==> config.mk <==
export PLATFORM = sky130hd
export DESIGN_NAME = irq_timer
export DESIGN_NICKNAME = d
export VERILOG_FILES = /design/src/rtl/irq_timer_pkg.sv /design/src/rtl/it_period_dec.sv /design/src/rtl/it_timer.sv /design/src/rtl/it_seq.sv /design/src/rtl/irq_timer.sv
export SDC_FILE = /design/constraint.sdc
export NUM_CORES = 1
export LEC_CHECK = 0
export BUFFER_PORTS_ARGS = -buffer_cell sky130_fd_sc_hd__clkbuf_2
export CAP_MARGIN = 30
export CORE_UTILIZATION = 51
export CTS_CLUSTER_SIZE = 25
export DETAILED_ROUTE_END_ITERATION = 8
export PLACE_DENSITY = 0.69
export SLEW_MARGIN = 0
export SYNTH_ARGS = -nofsm -noshare
export SYNTH_HDL_FRONTEND = slang
export SYNTH_HIERARCHICAL = 1
export SYNTH_SLANG_ARGS = --single-unit
==> constraint.sdc <==
create_clock -name clk_i -period 4.69 [get_ports clk_i]
set_input_delay 1.407 -clock clk_i [delete_from_list [all_inputs] [get_ports clk_i]]
set_output_delay 1.407 -clock clk_i [all_outputs]
set_load 0.05 [all_outputs]
==> src/rtl/irq_timer_pkg.sv <==
package irq_timer_pkg;
  localparam int CODE_W  = 4;
  localparam int REP_BIT = 3;

  localparam logic [2:0] PER_LONG  = 3'b100;
  localparam logic [2:0] PER_MID   = 3'b010;
  localparam logic [2:0] PER_SHORT = 3'b001;

  typedef enum logic [2:0] {
    ST_COND  = 3'd0,
    ST_READY = 3'd1,
    ST_RUN   = 3'd2,
    ST_FIRE  = 3'd3,
    ST_SVC1  = 3'd4,
    ST_SVC2  = 3'd5
  } seq_state_e;
endpackage

==> src/rtl/it_period_dec.sv <==
module it_period_dec
  import irq_timer_pkg::*;
#(
  parameter int TICK_HZ = 10,
  parameter int CNT_W   = 10
) (
  input  logic [CODE_W-1:0] code_i,
  output logic              valid_o,
  output logic              rep_o,
  output logic [CNT_W-1:0]  ticks_o
);
  localparam int T_LONG  = 60 * TICK_HZ;
  localparam int T_MID   = 5 * TICK_HZ;
  localparam int T_SHORT = TICK_HZ / 2;

  assign rep_o = code_i[REP_BIT];

  always_comb begin
    valid_o = 1'b1;
    unique case (code_i[2:0])
      PER_LONG:  ticks_o = CNT_W'(T_LONG);
      PER_MID:   ticks_o = CNT_W'(T_MID);
      PER_SHORT: ticks_o = CNT_W'(T_SHORT);
      default: begin
        valid_o = 1'b0;
        ticks_o = '0;
      end
    endcase
  end
endmodule

==> src/rtl/it_timer.sv <==
module it_timer #(
  parameter int CNT_W = 10
) (
  input  logic             clk_i,
  input  logic             rst_ni,
  input  logic             tick_i,
  input  logic             run_i,
  input  logic             arm_i,
  input  logic             restart_i,
  input  logic [CNT_W-1:0] val_i,
  output logic             expire_o
);
  logic [CNT_W-1:0] per_q, cnt_q;

  always_ff @(posedge clk_i or negedge rst_ni) begin
    if (!rst_ni) begin
      per_q <= '0;
      cnt_q <= '0;
    end else if (arm_i) begin
      per_q <= val_i;
      cnt_q <= val_i;
    end else if (restart_i) begin
      cnt_q <= per_q;
    end else if (run_i && tick_i && cnt_q != '0) begin
      cnt_q <= cnt_q - 1'b1;
    end
  end

  assign expire_o = run_i && tick_i && (cnt_q == CNT_W'(1));
endmodule

==> src/rtl/it_seq.sv <==
module it_seq
  import irq_timer_pkg::*;
#(
  parameter int COND_READS = 3
) (
  input  logic clk_i,
  input  logic rst_ni,
  input  logic rd_i,
  input  logic wr_i,
  input  logic wr_zero_i,
  input  logic code_valid_i,
  input  logic code_rep_i,
  input  logic expire_i,
  output logic run_o,
  output logic arm_o,
  output logic restart_o,
  output logic irq_o
);
  localparam int CC_W = $clog2(COND_READS + 1);

  seq_state_e        st_q, st_d;
  logic [CC_W-1:0]   cc_q, cc_d;
  logic              rep_q, rep_d;
  logic              irq_q, irq_d;

  always_comb begin
    st_d      = st_q;
    cc_d      = cc_q;
    rep_d     = rep_q;
    irq_d     = irq_q;
    arm_o     = 1'b0;
    restart_o = 1'b0;
    if (wr_i && wr_zero_i) begin
      st_d  = ST_COND;
      cc_d  = '0;
      irq_d = 1'b0;
    end else begin
      unique case (st_q)
        ST_COND: if (rd_i) begin
          if (cc_q == CC_W'(COND_READS - 1)) st_d = ST_READY;
          else cc_d = cc_q + 1'b1;
        end
        ST_READY: if (wr_i && code_valid_i) begin
          arm_o = 1'b1;
          rep_d = code_rep_i;
          st_d  = ST_RUN;
        end
        ST_RUN: if (expire_i) begin
          irq_d = 1'b1;
          st_d  = ST_FIRE;
        end
        ST_FIRE: if (rd_i) begin
          irq_d = 1'b0;
          st_d  = ST_SVC1;
        end
        ST_SVC1: if (rd_i) st_d = rep_q ? ST_SVC2 : ST_READY;
        ST_SVC2: if (rd_i) begin
          restart_o = 1'b1;
          st_d      = ST_RUN;
        end
        default: st_d = ST_COND;
      endcase
    end
  end

  always_ff @(posedge clk_i or negedge rst_ni) begin
    if (!rst_ni) begin
      st_q  <= ST_COND;
      cc_q  <= '0;
      rep_q <= 1'b0;
      irq_q <= 1'b0;
    end else begin
      st_q  <= st_d;
      cc_q  <= cc_d;
      rep_q <= rep_d;
      irq_q <= irq_d;
    end
  end

  assign run_o = (st_q == ST_RUN);
  assign irq_o = irq_q;
endmodule

==> src/rtl/irq_timer.sv <==
module irq_timer
  import irq_timer_pkg::*;
#(
  parameter int TICK_HZ    = 10,
  parameter int COND_READS = 3
) (
  input  logic              clk_i,
  input  logic              rst_ni,
  input  logic              tick_i,
  input  logic              rd_i,
  input  logic              wr_i,
  input  logic [CODE_W-1:0] wdata_i,
  output logic [CODE_W-1:0] rdata_o,
  output logic              irq_o
);
  localparam int CNT_W = $clog2(60 * TICK_HZ + 1);

  logic             code_valid, code_rep, expire, run, arm, restart;
  logic [CNT_W-1:0] code_ticks;

  it_period_dec #(.TICK_HZ(TICK_HZ), .CNT_W(CNT_W)) u_dec (
    .code_i (wdata_i),
    .valid_o(code_valid),
    .rep_o  (code_rep),
    .ticks_o(code_ticks)
  );

  it_seq #(.COND_READS(COND_READS)) u_seq (
    .clk_i       (clk_i),
    .rst_ni      (rst_ni),
    .rd_i        (rd_i),
    .wr_i        (wr_i),
    .wr_zero_i   (wdata_i == '0),
    .code_valid_i(code_valid),
    .code_rep_i  (code_rep),
    .expire_i    (expire),
    .run_o       (run),
    .arm_o       (arm),
    .restart_o   (restart),
    .irq_o       (irq_o)
  );

  it_timer #(.CNT_W(CNT_W)) u_tmr (
    .clk_i    (clk_i),
    .rst_ni   (rst_ni),
    .tick_i   (tick_i),
    .run_i    (run),
    .arm_i    (arm),
    .restart_i(restart),
    .val_i    (code_ticks),
    .expire_o (expire)
  );

  assign rdata_o = {{(CODE_W-1){1'b0}}, irq_o};
endmodule

* Word-level counts from Yosys, hierarchy flattened *
Cells that the tools add are included.
W data, S select, Z words.

storage, ports and cells
  word-level logic and storage cells = 73
  register bits after elaboration = 27
  bits of input ports = 9
  output and inout port bits = 5

operators by class
  eq/ne operators = 18
  reduce and logical (&&, ||, !) cells = 17
  $add $sub $neg = 2
  bitwise operators = 1
  mux-type cells = 29

operator list
  cell                     count
  $mux W10                 3
  $pmux W10 S3             1
  $mux W3                  9
  $pmux W3 S6              1
  $ne A3 B2 Y1 const B     4
  $eq A10 B1 Y1 const B    1
  $mux W1                  10
  $reduce_bool A10 Y1      1
  $sub A10 B1 Y10 const B  1
  $eq A3 B2 Y1 const B     3
  $eq A3 B3 Y1 const B     3
  $reduce_and A3 Y1        3
  $mux W2                  4
  $reduce_and A7 Y1        1
  $eq A3 B1 Y1 const B     2
  $ne A3 B1 Y1 const B     2
  $reduce_bool A3 Y1       2
  $logic_and A1 B1 Y1      5
  $logic_not A4 Y1         1
  $reduce_bool A2 Y1       2
  $logic_not A3 Y1         1
  $ne A3 B3 Y1 const B     1
  $reduce_or A3 Y1         1
  $add A2 B1 Y2 const B    1
  other kinds (4)          4

* Logic depth before layout (Yosys ltp) *
  depth after elaboration = 8
  depth in mapped cells = 10
  depth with buffers taken out = 8

* Cells and area by module *
The synthesis kept the hierarchy.

by module, submodules not included
  module         cells each  instances  area each (µm²)  sequential area each (µm²)
  it_timer       125         1          1163.6           500.5
  it_seq         49          1          461.7            175.2
  it_period_dec  15          1          112.6            0.0
  irq_timer      6           1          46.3             0.0

* Worst setup path before layout *
Ideal clock, no wire load.

  kind = input port to flip-flop
  start point = input wdata_i[1]
  end point = register u_tmr.cnt_q[1]
  setup time = 0.128 ns
  path buffers = 2
  arrival time = 3.258 ns
  data required time = 4.562 ns
  slack = 1.304 ns
  stages on the path = 8
  cell sequence = nor4_2 -> and2_1 -> clkbuf_1 -> nor2_1 -> clkbuf_1 -> nor2_1 -> nand2_1 -> mux2_1

between the ends
  elaborated cells on any way between the ends = 16
  those cells by class = eq/ne (3); mux (8); reduce/logical (5)

RTL lines
  element                  line             RTL
  start: declaration       irq_timer.sv:12  input logic [CODE_W-1:0] wdata_i,
  $logic_not A4 Y1 (*)     irq_timer.sv:33  .wr_zero_i (wdata_i == '0),
  $logic_and A1 B1 Y1 (*)  it_seq.sv:33     if (wr_i && wr_zero_i) begin
  $mux W1 (*)              it_seq.sv:33
  via restart              irq_timer.sv:18  logic code_valid, code_rep, expire, run, arm, restart;
  $mux W10                 it_timer.sv:22   end else if (restart_i) begin
  $mux W10                 it_timer.sv:19   end else if (arm_i) begin
  end signal: assignment   it_timer.sv:21   cnt_q <= val_i;
  end signal: assignment   it_timer.sv:23   cnt_q <= per_q;
  end signal: assignment   it_timer.sv:25   cnt_q <= cnt_q - 1'b1;
  end: declaration         it_timer.sv:13   logic [CNT_W-1:0] per_q, cnt_q;

Mark *: on every way through the listed nets, which the timed path passes. The rest lies on a longest branch.
A chain may end at the register's enable or synchronous reset.

* Worst setup path in the final report *
Ends and elaborated chain as after synthesis.

==> flow_summary.toml <==
[worst_hold_path]
hold_class = "register to register"
hold_depth = 2
min_from = "u_tmr/per_q[1]$_DFFE_PN0P_"
hold_path_end = "u_tmr/per_q[1]$_DFFE_PN0P_"

[clocking]
clock_latency_ns = 0.33
cts_root_buf = "clkbuf_4"
cts_tree = "built"
cts_made_buffers = 3
hold_buffers = 0
htree_levels = 1
clock_sinks = 27
clkTransAtPathRegs_ns = 0.15
post_cts_buffers = 0
cts_resized = 0
cts_buffer_depth = 2

[pwr]
p_leak_nw = 0.771
ir_worst_vdd_uv = 201
power_density_nw_per_um2 = 518

[worst_setup_path]
worst-path-buf-inv = 2
critPathKind = "primary input to register"
crit_path_end_kind = "register"
required_ns = 4.92
worstRegToRegCells = 7
cp_max_fo = 12
r2r_slack_ns = 2.29
arrival_ns = 3.76
startpoint_type = "primary input"
reg2reg_from = "u_seq/st_q[1]$_DFFE_PN0P_"
timing.rr.end = "u_tmr/cnt_q[1]$_DFFE_PN0P_"
crit_chain = "clkbuf_2 -> nor4_2 -> and2_1 -> nor2_1 -> buf_4 -> nor2_1 -> nand2_1 -> mux2_1"
slowest_stage = "nor4_2"
cpMostUsedCell = "nor2_1"
crit_family = "simple AND/OR/NAND/NOR gates"
critPathMaxStageDelay_ns = 0.41

[sta]
setup-violations-final = 0
fin_setup_tns_ns = 0
rsz0062_at_grt = "false"
whs_ns = 0.537
worst_clock_skew_ns = 0.00195
fin_crit_sh_pct = 75.1
worst_pin_slew_ns = 0.795
max_slew_margin_pct = 46.9
fin_crit_ns = 3.52
hold_viol = 0
fmax_mhz = 284
maxSlewViolCount = 0
fin_ws_ns = 1.17

[placement]
dpl.hpwl_um = 2770
io_buffers = 10
pre_cts_ws_ns = 0.825
placed_area_sq_um = 1820
gp_congestion = 0.865

[synth]
syn_avg_cell_area_sq_um = 9.15
synthArstFlopShare_pct = 100
syn_inst = 195
synth_ff_type = "dfrtp_1"
synth_edf_count = 0
ys_seq_area_share_pct = 37.9
synth.distinct_cells = 57
ys_ff_latch = 27
yosys_warnings = 6
syn-cell-area_sq_um = 1780

[route]
postRouteAntennaNets = 0
firstDrtPassIters = 4
drt_first_iter_violations = 61
vias = 1457
routed_wl_um = 3720
post_drt_wl_per_cell_um = 15.3
viasPerCell = 6.00
drc = 0

[status]
status = "finished, final reports clean"

[run]
cap_violations = 0

[global_routing]
overflow = 0
grt.total_usage_pct = 22.7
grt_pass1_vias = 1334
antenna_found_initial = 0
grt_max_degree = 28
grt_pass1_wl_um = 6260

[floorplan]
die_w_um = 61.1
core_sq_um = 3340
dieArea_sq_um = 3740
io_pins = 14
rows = 21
die_h_um = 61.1
initial_core_util_pct = 53.5

[cells_and_area]
syn2layout_area_growth_pct = 3.30
final_area_sq_um = 1840
antennaDiodeCount = 0
nets = 210
final_core_util_pct = 55.2
drive_above_1_share_pct = 18.3
n_fill_cell = 313
cells by family (layout without fill, tap and decap cells):
logic type / Yosys count / after routing / share of synthesized area [%]
AND/OR/NAND/NOR: 71 / 71 / 25.5
buffers and inverters: 30 / 29 / 8.63
adder cells (fa/ha/maj): 3 / 3 / 2.10
XOR/XNOR: 3 / 3 / 1.47
flip-flops: 27 / 27 / 37.9
other: 2 / 5 / 0.421
multiplexers: 7 / 7 / 4.42
AO/OA/AOI/OAI: 52 / 52 / 19.6
report_power, final:
group          internal [mW]  total (mW)  switching, mW
clock                 0.0334       0.106         0.0726
sequential             0.323       0.421         0.0980
combinational          0.193       0.428          0.234
Yosys cell counts (2+ instances only):
cell type / n / area share (%)
ha_1: 3 / 2.1
o21ai_0: 12 / 3.4
nand3_1: 7 / 2.0
nor2b_1: 2 / 0.70
clkbuf_1: 7 / 1.5
nor3_1: 6 / 1.7
nand2b_1: 3 / 1.1
or4_1: 4 / 1.7
inv_1: 12 / 2.5
xnor2_1: 2 / 0.98
mux2_1: 2 / 1.3
nor2_1: 9 / 1.9
and2b_2: 2 / 0.98
o311ai_0: 2 / 0.98
dfrtp_1: 27 / 38
o21bai_1: 2 / 0.84
a211oi_1: 3 / 1.3
nor4_2: 2 / 1.4
o31ai_1: 3 / 1.3
nand2_1: 14 / 2.9
a31oi_1: 3 / 1.1
a21oi_1: 9 / 2.5
o22ai_1: 2 / 0.70
buf_4: 11 / 4.6
o21ai_1: 3 / 0.84
or3_4: 2 / 1.3
conb_1: 2 / 0.42
nor4_1: 2 / 0.70
a21boi_0: 2 / 0.84
mux2_2: 5 / 3.2
nor3b_1: 4 / 1.7
registers in the layout, summed over array words and instances (netlist names):
| register | count |
|---|---|
| u_tmr/cnt_q | 10 |
| u_tmr/per_q | 10 |
| u_seq/st_q | 3 |
| u_seq/cc_q | 2 |
| u_seq/irq_o | 1 |
| u_seq/rep_q | 1 |
through the flow:
stage	power, mW	instances
finish	0.954	243
global route	1.03	243
CTS	0.947	243
detailed placement	0.843	239
global placement	0.830	239
floorplan	0.737	198
tightest hold or removal path: stages, from the launching register on:
cell and delay, ns:
dfrtp_1 0.41, inv_1 0.05, o21ai_0 0.06
worst max path at each step:
stage | startpoint | end | slack, ns | cells past startpoint
4_1_cts | wdata_i[1] | u_tmr/cnt_q[1]$_DFFE_PN0P_ | 1.19 | 8
2_1_floorplan | wdata_i[1] | u_tmr/cnt_q[1]$_DFFE_PN0P_ | 1.30 | 8
3_5_place_dp | wdata_i[1] | u_tmr/cnt_q[1]$_DFFE_PN0P_ | 0.83 | 8
5_1_grt | wdata_i[1] | u_tmr/cnt_q[1]$_DFFE_PN0P_ | 1.02 | 8
6_report | wdata_i[1] | u_tmr/cnt_q[1]$_DFFE_PN0P_ | 1.17 | 8
3_3_place_gp | wdata_i[1] | u_tmr/cnt_q[1]$_DFFE_PN0P_ | 0.95 | 8
layout make-up:
class	count	area (sq um)	area share (%)
Timing Repair Buffer	13	72.6	3.94
Sequential cell	27	676	36.7
Clock buffer	4	26.3	1.43
Multi-Input combinational cell	141	966	52.4
Inverter	12	45.0	2.44
Tap cell	46	57.6	3.12
cell usage in the layout (no fill, tap or decap), types with 3 or more instances in the layout:
cell type and count:
a211oi_1 3, a21oi_1 9, a31oi_1 3, buf_4 3, clkbuf_2 10, clkbuf_4 3, conb_1 5, dfrtp_1 27
ha_1 3, inv_1 12, mux2_2 5, nand2_1 14, nand2b_1 3, nand3_1 7, nor2_1 9, nor3_1 6
nor3b_1 4, o21ai_0 12, o21ai_1 3, o31ai_1 3, or4_1 4
metal layers:
layer | global-route usage, % | part of all wire (%) | vias up
met2 | 33.4 | 44 | 51
met4 | 8.12 | 0.73 | 0
met3 | 3.36 | 5.8 | 4
li1 | - | - | 707
met1 | 33.9 | 49 | 695
met5 | 0 | 0 | -
Power figures use the tool's default switching activity.
